--- config.mk ---
export PLATFORM = sky130hd
export DESIGN_NAME = delta_reader
export DESIGN_NICKNAME = d
export VERILOG_FILES = /design/src/rtl/delta_pkg.sv /design/src/rtl/delta_fetch.sv /design/src/rtl/delta_output.sv /design/src/rtl/delta_reader.sv
export SDC_FILE = /design/constraint.sdc
export NUM_CORES = 1
export LEC_CHECK = 0
export BUFFER_PORTS_ARGS = -buffer_cell sky130_fd_sc_hd__buf_2
export CORE_MARGIN = 2
export CORE_UTILIZATION = 50
export CTS_CLUSTER_DIAMETER = 100
export DETAILED_ROUTE_END_ITERATION = 10
export PLACE_DENSITY = 0.73
export SLEW_MARGIN = 20
export SYNTH_ARGS = -nofsm -noshare
export SYNTH_HDL_FRONTEND = slang
export SYNTH_SLANG_ARGS = --single-unit
--- constraint.sdc ---
create_clock -name clk -period 6.6 [get_ports clk]
set_input_delay 0.66 -clock clk [delete_from_list [all_inputs] [get_ports clk]]
set_output_delay 0.66 -clock clk [all_outputs]
set_load 0.01 [all_outputs]
--- src/rtl/delta_pkg.sv ---
package delta_pkg;
  localparam int ADDR_W = 16;
  localparam int CNT_W  = 12;

  localparam logic [ADDR_W-1:0] BASE_ADDR = 16'hC000;
  localparam logic [ADDR_W-1:0] WRAP_ADDR = 16'h8000;

  function automatic logic [ADDR_W-1:0] first_addr(input logic [7:0] page);
    return BASE_ADDR + {2'b00, page, 6'b000000};
  endfunction

  function automatic logic [CNT_W-1:0] byte_total(input logic [7:0] len);
    return {len, 4'b0000} + 12'd1;
  endfunction

  function automatic logic [ADDR_W-1:0] step_addr(input logic [ADDR_W-1:0] a);
    return (a == 16'hFFFF) ? WRAP_ADDR : a + 16'd1;
  endfunction
endpackage

--- src/rtl/delta_fetch.sv ---
module delta_fetch
  import delta_pkg::*;
(
  input  logic              clk,
  input  logic              rst_n,
  input  logic              loop_en,
  input  logic              irq_en,
  input  logic              irq_clr,
  input  logic [7:0]        start_page,
  input  logic [7:0]        len_val,
  input  logic              en_we,
  input  logic              en_val,
  input  logic              buf_take,
  input  logic              rsp_valid,
  input  logic [7:0]        rsp_byte,
  output logic              req_valid,
  output logic [ADDR_W-1:0] req_addr,
  output logic              buf_valid,
  output logic [7:0]        buf_byte,
  output logic              irq,
  output logic              restart
);
  logic [ADDR_W-1:0] addr_q;
  logic [CNT_W-1:0]  remain_q;
  logic              req_q, bvalid_q, irq_q;
  logic [7:0]        bbyte_q;
  logic              accept, stop, last_byte;

  assign accept    = req_q && rsp_valid;
  assign stop      = en_we && !en_val;
  assign restart   = en_we && en_val && (remain_q == '0);
  assign last_byte = (remain_q == 12'd1);

  always_ff @(posedge clk) begin
    if (!rst_n) begin
      addr_q   <= BASE_ADDR;
      remain_q <= '0;
      req_q    <= 1'b0;
      bvalid_q <= 1'b0;
      bbyte_q  <= 8'h00;
      irq_q    <= 1'b0;
    end else begin
      if (accept) begin
        bbyte_q  <= rsp_byte;
        bvalid_q <= 1'b1;
      end else if (buf_take) begin
        bvalid_q <= 1'b0;
      end

      if (stop || accept)
        req_q <= 1'b0;
      else if (!bvalid_q && remain_q != '0)
        req_q <= 1'b1;

      if (stop) begin
        remain_q <= '0;
      end else if (restart) begin
        remain_q <= byte_total(len_val);
        addr_q   <= first_addr(start_page);
      end else if (accept) begin
        if (last_byte && loop_en) begin
          remain_q <= byte_total(len_val);
          addr_q   <= first_addr(start_page);
        end else begin
          addr_q   <= step_addr(addr_q);
          remain_q <= remain_q - 12'd1;
        end
      end

      if (en_we || irq_clr)
        irq_q <= 1'b0;
      else if (accept && last_byte && !loop_en && irq_en)
        irq_q <= 1'b1;
    end
  end

  assign req_valid = req_q;
  assign req_addr  = addr_q;
  assign buf_valid = bvalid_q;
  assign buf_byte  = bbyte_q;
  assign irq       = irq_q;
endmodule

--- src/rtl/delta_output.sv ---
module delta_output #(
  parameter int RATE_STEP = 4
) (
  input  logic       clk,
  input  logic       rst_n,
  input  logic [3:0] rate_idx,
  input  logic       restart,
  input  logic       stop,
  input  logic       buf_valid,
  input  logic [7:0] buf_byte,
  input  logic       level_we,
  input  logic [6:0] level_val,
  output logic       buf_take,
  output logic [6:0] level
);
  localparam int RATE_W = $clog2(16 * RATE_STEP + 1);

  logic [RATE_W-1:0] cnt_q, period_m1;
  logic [7:0]        shift_q;
  logic [3:0]        bits_q;
  logic              silent_q;
  logic [6:0]        level_q;
  logic              tick;

  assign period_m1 = RATE_W'((int'(rate_idx) + 1) * RATE_STEP - 1);
  assign tick      = (cnt_q == '0);
  assign buf_take  = tick && (bits_q == 4'd1) && buf_valid;

  always_ff @(posedge clk) begin
    if (!rst_n) begin
      cnt_q    <= '0;
      shift_q  <= 8'h00;
      bits_q   <= 4'd8;
      silent_q <= 1'b1;
      level_q  <= 7'd0;
    end else begin
      if (restart)
        cnt_q <= period_m1;
      else if (stop)
        cnt_q <= '0;
      else if (tick)
        cnt_q <= period_m1;
      else
        cnt_q <= cnt_q - 1'b1;

      if (level_we) begin
        level_q <= level_val;
      end else if (tick && !silent_q) begin
        if (shift_q[0]) begin
          if (level_q <= 7'd125) level_q <= level_q + 7'd2;
        end else begin
          if (level_q >= 7'd2) level_q <= level_q - 7'd2;
        end
      end

      if (tick) begin
        if (!silent_q) shift_q <= {1'b0, shift_q[7:1]};
        if (bits_q == 4'd1) begin
          bits_q <= 4'd8;
          if (buf_valid) begin
            shift_q  <= buf_byte;
            silent_q <= 1'b0;
          end else begin
            silent_q <= 1'b1;
          end
        end else begin
          bits_q <= bits_q - 4'd1;
        end
      end
    end
  end

  assign level = level_q;
endmodule

--- src/rtl/delta_reader.sv ---
module delta_reader
  import delta_pkg::*;
#(
  parameter int RATE_STEP = 4
) (
  input  logic        clk,
  input  logic        rst_n,
  input  logic        ctrl_we,
  input  logic [7:0]  ctrl_data,
  input  logic        level_we,
  input  logic [7:0]  level_data,
  input  logic        start_we,
  input  logic [7:0]  start_data,
  input  logic        len_we,
  input  logic [7:0]  len_data,
  input  logic        en_we,
  input  logic        en_val,
  output logic        req_valid,
  output logic [15:0] req_addr,
  input  logic        rsp_valid,
  input  logic [7:0]  rsp_byte,
  output logic [6:0]  level_out,
  output logic        irq
);
  logic       irq_en_q, loop_q;
  logic [3:0] rate_q;
  logic [7:0] start_q, len_q;
  logic       buf_valid, buf_take, restart;
  logic [7:0] buf_byte;

  always_ff @(posedge clk) begin
    if (!rst_n) begin
      irq_en_q <= 1'b0;
      loop_q   <= 1'b0;
      rate_q   <= 4'd0;
      start_q  <= 8'h00;
      len_q    <= 8'h00;
    end else begin
      if (ctrl_we) begin
        irq_en_q <= ctrl_data[7];
        loop_q   <= ctrl_data[6];
        rate_q   <= ctrl_data[3:0];
      end
      if (start_we) start_q <= start_data;
      if (len_we)   len_q   <= len_data;
    end
  end

  delta_fetch u_fetch (
    .clk        (clk),
    .rst_n      (rst_n),
    .loop_en    (loop_q),
    .irq_en     (irq_en_q),
    .irq_clr    (ctrl_we && !ctrl_data[7]),
    .start_page (start_q),
    .len_val    (len_q),
    .en_we      (en_we),
    .en_val     (en_val),
    .buf_take   (buf_take),
    .rsp_valid  (rsp_valid),
    .rsp_byte   (rsp_byte),
    .req_valid  (req_valid),
    .req_addr   (req_addr),
    .buf_valid  (buf_valid),
    .buf_byte   (buf_byte),
    .irq        (irq),
    .restart    (restart)
  );

  delta_output #(.RATE_STEP(RATE_STEP)) u_out (
    .clk       (clk),
    .rst_n     (rst_n),
    .rate_idx  (rate_q),
    .restart   (restart),
    .stop      (en_we && !en_val),
    .buf_valid (buf_valid),
    .buf_byte  (buf_byte),
    .level_we  (level_we),
    .level_val (level_data[6:0]),
    .buf_take  (buf_take),
    .level     (level_out)
  );
endmodule

==> results of run 1 <==
[final cells by class]
| type | instances | area share (%) |
|---|---|---|
| flip-flops and latches | 88 | 34.1 |
| repair buffers | 71 | 6.92 |
| clock inverters | 6 | 1.16 |
| diodes | 1 | 0.0484 |
| inverters | 12 | 0.871 |
| well taps | 111 | 2.68 |
| multi-input cells | 410 | 51.8 |
| clock buffers | 10 | 2.47 |
[routing by layer]
layer  share of wire [%]  global-route usage [%]
met1                  48                    28.2
met2                  47                    33.1
met3                 4.3                    2.86
met4                 1.1                    8.32
met5                   0                       0
[worst max-delay path, cell delays in order, from the launching register on]
cell and delay [ps]:
dfxtp_1 360, or4_1 630, nor2_1 670, and2_2 680, o21ai_0 190, a22oi_1 230
nor2_1 50
[state kept, by name (all words and copies together) (netlist names), 4 cells and up]
signal            cells
u_fetch.req_addr     16
u_out.cnt_q           7
start_q               8
len_q                 8
rate_q                4
u_fetch.remain_q     12
u_out.shift_q         8
u_out.level           7
u_fetch.buf_byte      8
u_out.bits_q          4
[layout by cell type, fill, tap and decap left out, types with 9 or more instances in the layout]
cell / instances
dfxtp_1: 88
buf_2: 70
nand2_1: 57
nor2_1: 38
o21ai_0: 38
nor2b_1: 29
a21oi_1: 26
mux2i_1: 25
nor3_1: 21
nand3_1: 18
inv_1: 12
ha_1: 12
xnor2_1: 11
and2_1: 9
a21boi_0: 9
clkbuf_8: 9
[report_power, final]
part           total (mW)  internal (mW)  leakage, nW  switching, mW
Sequential          0.703          0.615        0.719         0.0882
Clock               0.364          0.173       0.0921          0.191
Combinational        1.03          0.386         1.36          0.644
[metrics by stage]
stage | hold slack (ps) | setup WS, ps
finish | 469 | 3650
global route | 491 | 3400
CTS | 474 | 3340
detailed placement | 462 | 3350
global placement | 456 | 3400
floorplan | 441 | 4260
[worst max-delay path by stage]
stage | end | slack (ps)
4_1_cts | u_fetch.req_addr[10]$_SDFFE_PN0P_ | 3340
6_report | u_fetch.remain_q[3]$_SDFFE_PP0P_ | 3650
3_5_place_dp | u_fetch.req_addr[10]$_SDFFE_PN0P_ | 3350
5_1_grt | u_fetch.remain_q[3]$_SDFFE_PP0P_ | 3400
2_1_floorplan | u_fetch.req_addr[15]$_SDFFE_PN1P_ | 4260
3_3_place_gp | u_fetch.req_addr[10]$_SDFFE_PN0P_ | 3400
[kinds of logic (layout without fill, tap and decap cells)]
| group | Yosys count | after routing | share of synthesized area [%] |
|---|---|---|---|
| xor+xnor | 19 | 19 | 3.58 |
| other cells | 0 | 1 | 0 |
| fa+ha+maj | 12 | 12 | 3.23 |
| mux | 26 | 26 | 5.63 |
| buf+inv | 46 | 99 | 4.39 |
| compound gates | 130 | 130 | 19.8 |
| simple gates | 223 | 223 | 25.5 |
| flops | 88 | 88 | 37.9 |
==> results.toml, run 1 <==
[sta]
rsz0062_at_grt = "no"
fin_crit_sh_pct = 44.6
tightest_slew_ps = 854
skew_ps = 8.95
maxSlewHeadroom_pct = 42.9
hold_viol = 0
setup_viol = 0
fin_tns_setup_ps = 0
min_period_ps = 2950
drv_slew = 0
max_freq_mhz = 340

[routing]
drtIter0Drc = 211
detail_route.first_pass.iterations = 4
vias = 3991
wl_per_cell_um = 14.1
wl_um = 9980
drc_errors = 0
via_per_inst = 5.63
antenna_left = 0

[clock_tree]
htreeDepth = 3
cts_tree = "yes"
numCtsBuffers = 9
cts_resized = 0
ctsHoldBuffers = 0
ctsLongestPathBuffers = 2
clk_latency_ps = 360
cts_num_sinks = 88
cts_setup_buffers = 0
root_buffer = "clkbuf_8"
clk_pin_slew_worst_paths_ps = 80

[worst_hold_path]
holdPathEnd = "u_fetch.buf_byte[4]$_SDFFE_PN0P_"
hold_depth = 2
min_from = "u_fetch.buf_byte[4]$_SDFFE_PN0P_"
min_path_type = "register to register"

[global_routing]
grt_pass1_wl_um = 17100
grt_max_degree = 76
overflow = 0
grt_usage_pct = 20.7
grt_pass1_vias = 3699
antenna_found_initial = 1

[die]
die_y_um = 100
io_pins = 74
dieWidth_um = 100
dieArea_sq_um = 10100
placementRows = 35
start_util_pct = 51.0
core_area_sq_um = 9110

[worst_setup_path]
arrival_ps = 3180
critPathLaunch = "u_fetch.remain_q[8]$_SDFFE_PP0P_"
endpoint_kind = "register"
critPathKind = "register to register"
required_ps = 6830
r2r_start = "u_fetch.remain_q[8]$_SDFFE_PP0P_"
regToRegEndpoint = "u_fetch.remain_q[3]$_SDFFE_PP0P_"
r2r_cells = 6
rrSetupSlack_ps = 3650
cp_max_fo = 33
cp-start-kind = "register"

[layout]
post-route-util_pct = 56.8
nFillCells = 837
areaGrowthSynthToFinish_pct = 11.4
seqCellArea_sq_um = 1760
fin_area_sq_um = 5170
instances_no_fill = 709
final_nets = 653
multi_input_area_sq_um = 2680
layout-drive-gt1-share_pct = 17.3

[synthesis]
ys.flop_type = "dfxtp_1"
synth.distinct_cells = 65
synth_top_cells_by_count = "dfxtp_1, nand2_1, nor2_1, o21ai_0, nor2b_1"
synth_cells = 544
synth.top_cell.area_share_pct = 37.9
synth_area_per_cell_sq_um = 8.54
ys_seq_area_share_pct = 37.9
synth.area.top_cells = "dfxtp_1, mux2i_1, nand2_1, o21ai_0, nor2b_1"
synth-seq-cells = 88
async_reset_ff_share_pct = 0
synth_edf_count = 0
synth_nets = 605
syn_area_sq_um = 4640
synth_most_common_cell = "dfxtp_1"
synth.largest_area_cell = "dfxtp_1"
yosys_warnings = 0

[flow_run]
max-cap-violations = 0

[place]
dpl.cell_count = 692
port_buffers = 70
hpwl_um = 7070
place_area_sq_um = 4980
gp_congestion = 0.832

[power]
leakage_nw = 2.17
vdd_drop_max_mv = 0.216
power_mw = 2.10
power_density_nw_per_um2 = 405

[outcome]
outcome = "finished, final reports clean"
Power figures use the tool's default switching activity.
==> inputs of run 2 (changes only) <==
==> constraint.sdc (replaced) <==
create_clock -name clk -period 2.9 [get_ports clk]
set_input_delay 0.29 -clock clk [delete_from_list [all_inputs] [get_ports clk]]
set_output_delay 0.29 -clock clk [all_outputs]
set_load 0.01 [all_outputs]
==> run 2 against run 1 <==
Critical path type unchanged; final cell count grew 0.71%; first-iteration DRC count grew 6.2%; maximum frequency grew 19%; non-clock buffer count grew 7; sequential share of layout area shrank 0.099 points; hold slack lost 290 ps; combinational power grew 140%; total power grew 130%; setup slack lost 3200 ps; global-route usage grew 0.20 points.
==> results.toml, run 2 (synthesized netlist as in run 1, its figures left out) <==
[power]
power.share.combinational_pct = 51.8
vdd_drop_max_mv = 0.573
leakage_nw = 2.19
seqPwrFrac_pct = 33.4
clkPwrFrac_pct = 14.8
swShare_pct = 44.0
netSwitchingPower_mw = 2.12
internal-power_mw = 2.69
power_density_nw_per_um2 = 927

[layout]
layout_common_cells = "dfxtp_1, buf_2, nand2_1, nor2_1, o21ai_0"
layout-drive-gt1-share_pct = 17.7
seqCellArea_sq_um = 1760
instances_no_fill = 714
areaGrowthSynthToFinish_pct = 11.7
final_nets = 660
nFillCells = 867
antenna_cells = 0
largest_register_ffs = 16
post-route-util_pct = 57.0
multi_input_area_sq_um = 2680
layout_commonest_cell = "dfxtp_1"

[sta]
rsz0062_at_grt = "no"
tightest_slew_ps = 656
min_period_ps = 2480
drv_slew = 0
max_freq_mhz = 403
maxSlewHeadroom_pct = 56.2
fin_crit_sh_pct = 85.5
hold_viol = 0
skew_ps = 10.3
setup_viol = 0
fin_tns_setup_ps = 0

[worst_setup_path]
arrival_ps = 2710
r2r_start = "u_fetch.remain_q[0]$_SDFFE_PP0P_"
r2r_cells = 8
cp-start-kind = "register"
critPathKind = "register to register"
rrSetupSlack_ps = 420
required_ps = 3130
endpoint_kind = "register"
regToRegEndpoint = "u_fetch.req_addr[15]$_SDFFE_PN1P_"
cp_max_fo = 8

[place]
gp_congestion = 0.863
dpl.cell_count = 699
hpwl_um = 7270
port_buffers = 70

[clock_tree]
cts_tree = "yes"
clk_latency_ps = 350
cts_resized = 0
clk_pin_slew_worst_paths_ps = 80
ctsLongestPathBuffers = 2
htreeDepth = 3
numCtsBuffers = 9
cts_setup_buffers = 0
root_buffer = "clkbuf_8"
cts_num_sinks = 88
ctsHoldBuffers = 0

[worst_hold_path]
min_path_type = "input pin to register"
min_from = "en_we"
holdPathEnd = "u_fetch.irq$_SDFFE_PP0P_"
hold_depth = 2

[global_routing]
antenna_found_initial = 0
overflow = 0
grt_pass1_vias = 3799
grt_max_degree = 43
grt_usage_pct = 20.9
grt_pass1_wl_um = 17400

[routing]
detail_route.first_pass.iterations = 4
via_per_inst = 5.68
wl_per_cell_um = 14.2
wl_um = 10100
antenna_left = 0
drtIter0Drc = 224
drc_errors = 0
vias = 4057

[die]
dieArea_sq_um = 10100
dieWidth_um = 100
io_pins = 74
start_util_pct = 51.0
placementRows = 35
core_area_sq_um = 9110
die_y_um = 100

[flow_run]
max-cap-violations = 0

[outcome]
outcome = "finished, final reports clean"
run 2: metrics by stage:
step	setup slack, ps	hold WS [ps]	power, mW	instance area, sq um
finish	421	183	4.81	5190
global route	291	188	5.20	5190
CTS	425	175	4.80	5190
detailed placement	434	462	4.08	5030
global placement	481	457	4.00	5030
floorplan	562	367	3.60	4640
run 2: metal layers:
| layer | up-vias | GRT usage [%] | routed length [um] |
|---|---|---|---|
| met5 | - | 0 | 0 |
| met4 | 0 | 6.74 | 215 |
| met3 | 19 | 3.41 | 326 |
| met2 | 84 | 33.7 | 4580 |
| met1 | 1914 | 28.6 | 5000 |
| li1 | 2040 | - | - |
run 2: layout make-up:
class / instances / area share (%)
Clock inverter: 4 / 0.434
Sequential cell: 88 / 34.0
Timing Repair Buffer: 78 / 7.91
Clock buffer: 11 / 2.53
Multi-Input combinational cell: 410 / 51.6
Tap cell: 111 / 2.68
Inverter: 12 / 0.868
run 2: worst max-delay path by stage:
stage	startpoint	endpoint	slack (ps)	cells after the start
floorplan	u_fetch.remain_q[0]$_SDFFE_PP0P_	u_fetch.req_addr[15]$_SDFFE_PN1P_	560	10
global placement	u_fetch.remain_q[0]$_SDFFE_PP0P_	u_fetch.req_addr[15]$_SDFFE_PN1P_	480	8
detailed placement	u_fetch.remain_q[0]$_SDFFE_PP0P_	u_fetch.req_addr[15]$_SDFFE_PN1P_	430	8
CTS	u_fetch.remain_q[0]$_SDFFE_PP0P_	u_fetch.req_addr[15]$_SDFFE_PN1P_	420	8
global route	u_fetch.remain_q[4]$_SDFFE_PP0P_	u_fetch.remain_q[6]$_SDFFE_PP0P_	290	6
finish	u_fetch.remain_q[0]$_SDFFE_PP0P_	u_fetch.req_addr[15]$_SDFFE_PN1P_	420	8
run 2: worst max-delay path, cell delays in order, from the launching register on:
cell	delay (ps)
dfxtp_1	360
inv_1	100
ha_1	200
or3b_1	500
or4_4	590
o21ai_4	130
and2_4	250
nor3b_2	160
o21ai_1	70
run 2: power by group through the flow:
stage / sequential, mW / clock, mW / combinational (mW)
finish: 1.60 / 0.714 / 2.49
global route: 1.63 / 0.785 / 2.78
CTS: 1.60 / 0.732 / 2.47
detailed placement: 1.62 / 0 / 2.45
global placement: 1.61 / 0 / 2.39
floorplan: 1.58 / 0 / 2.02
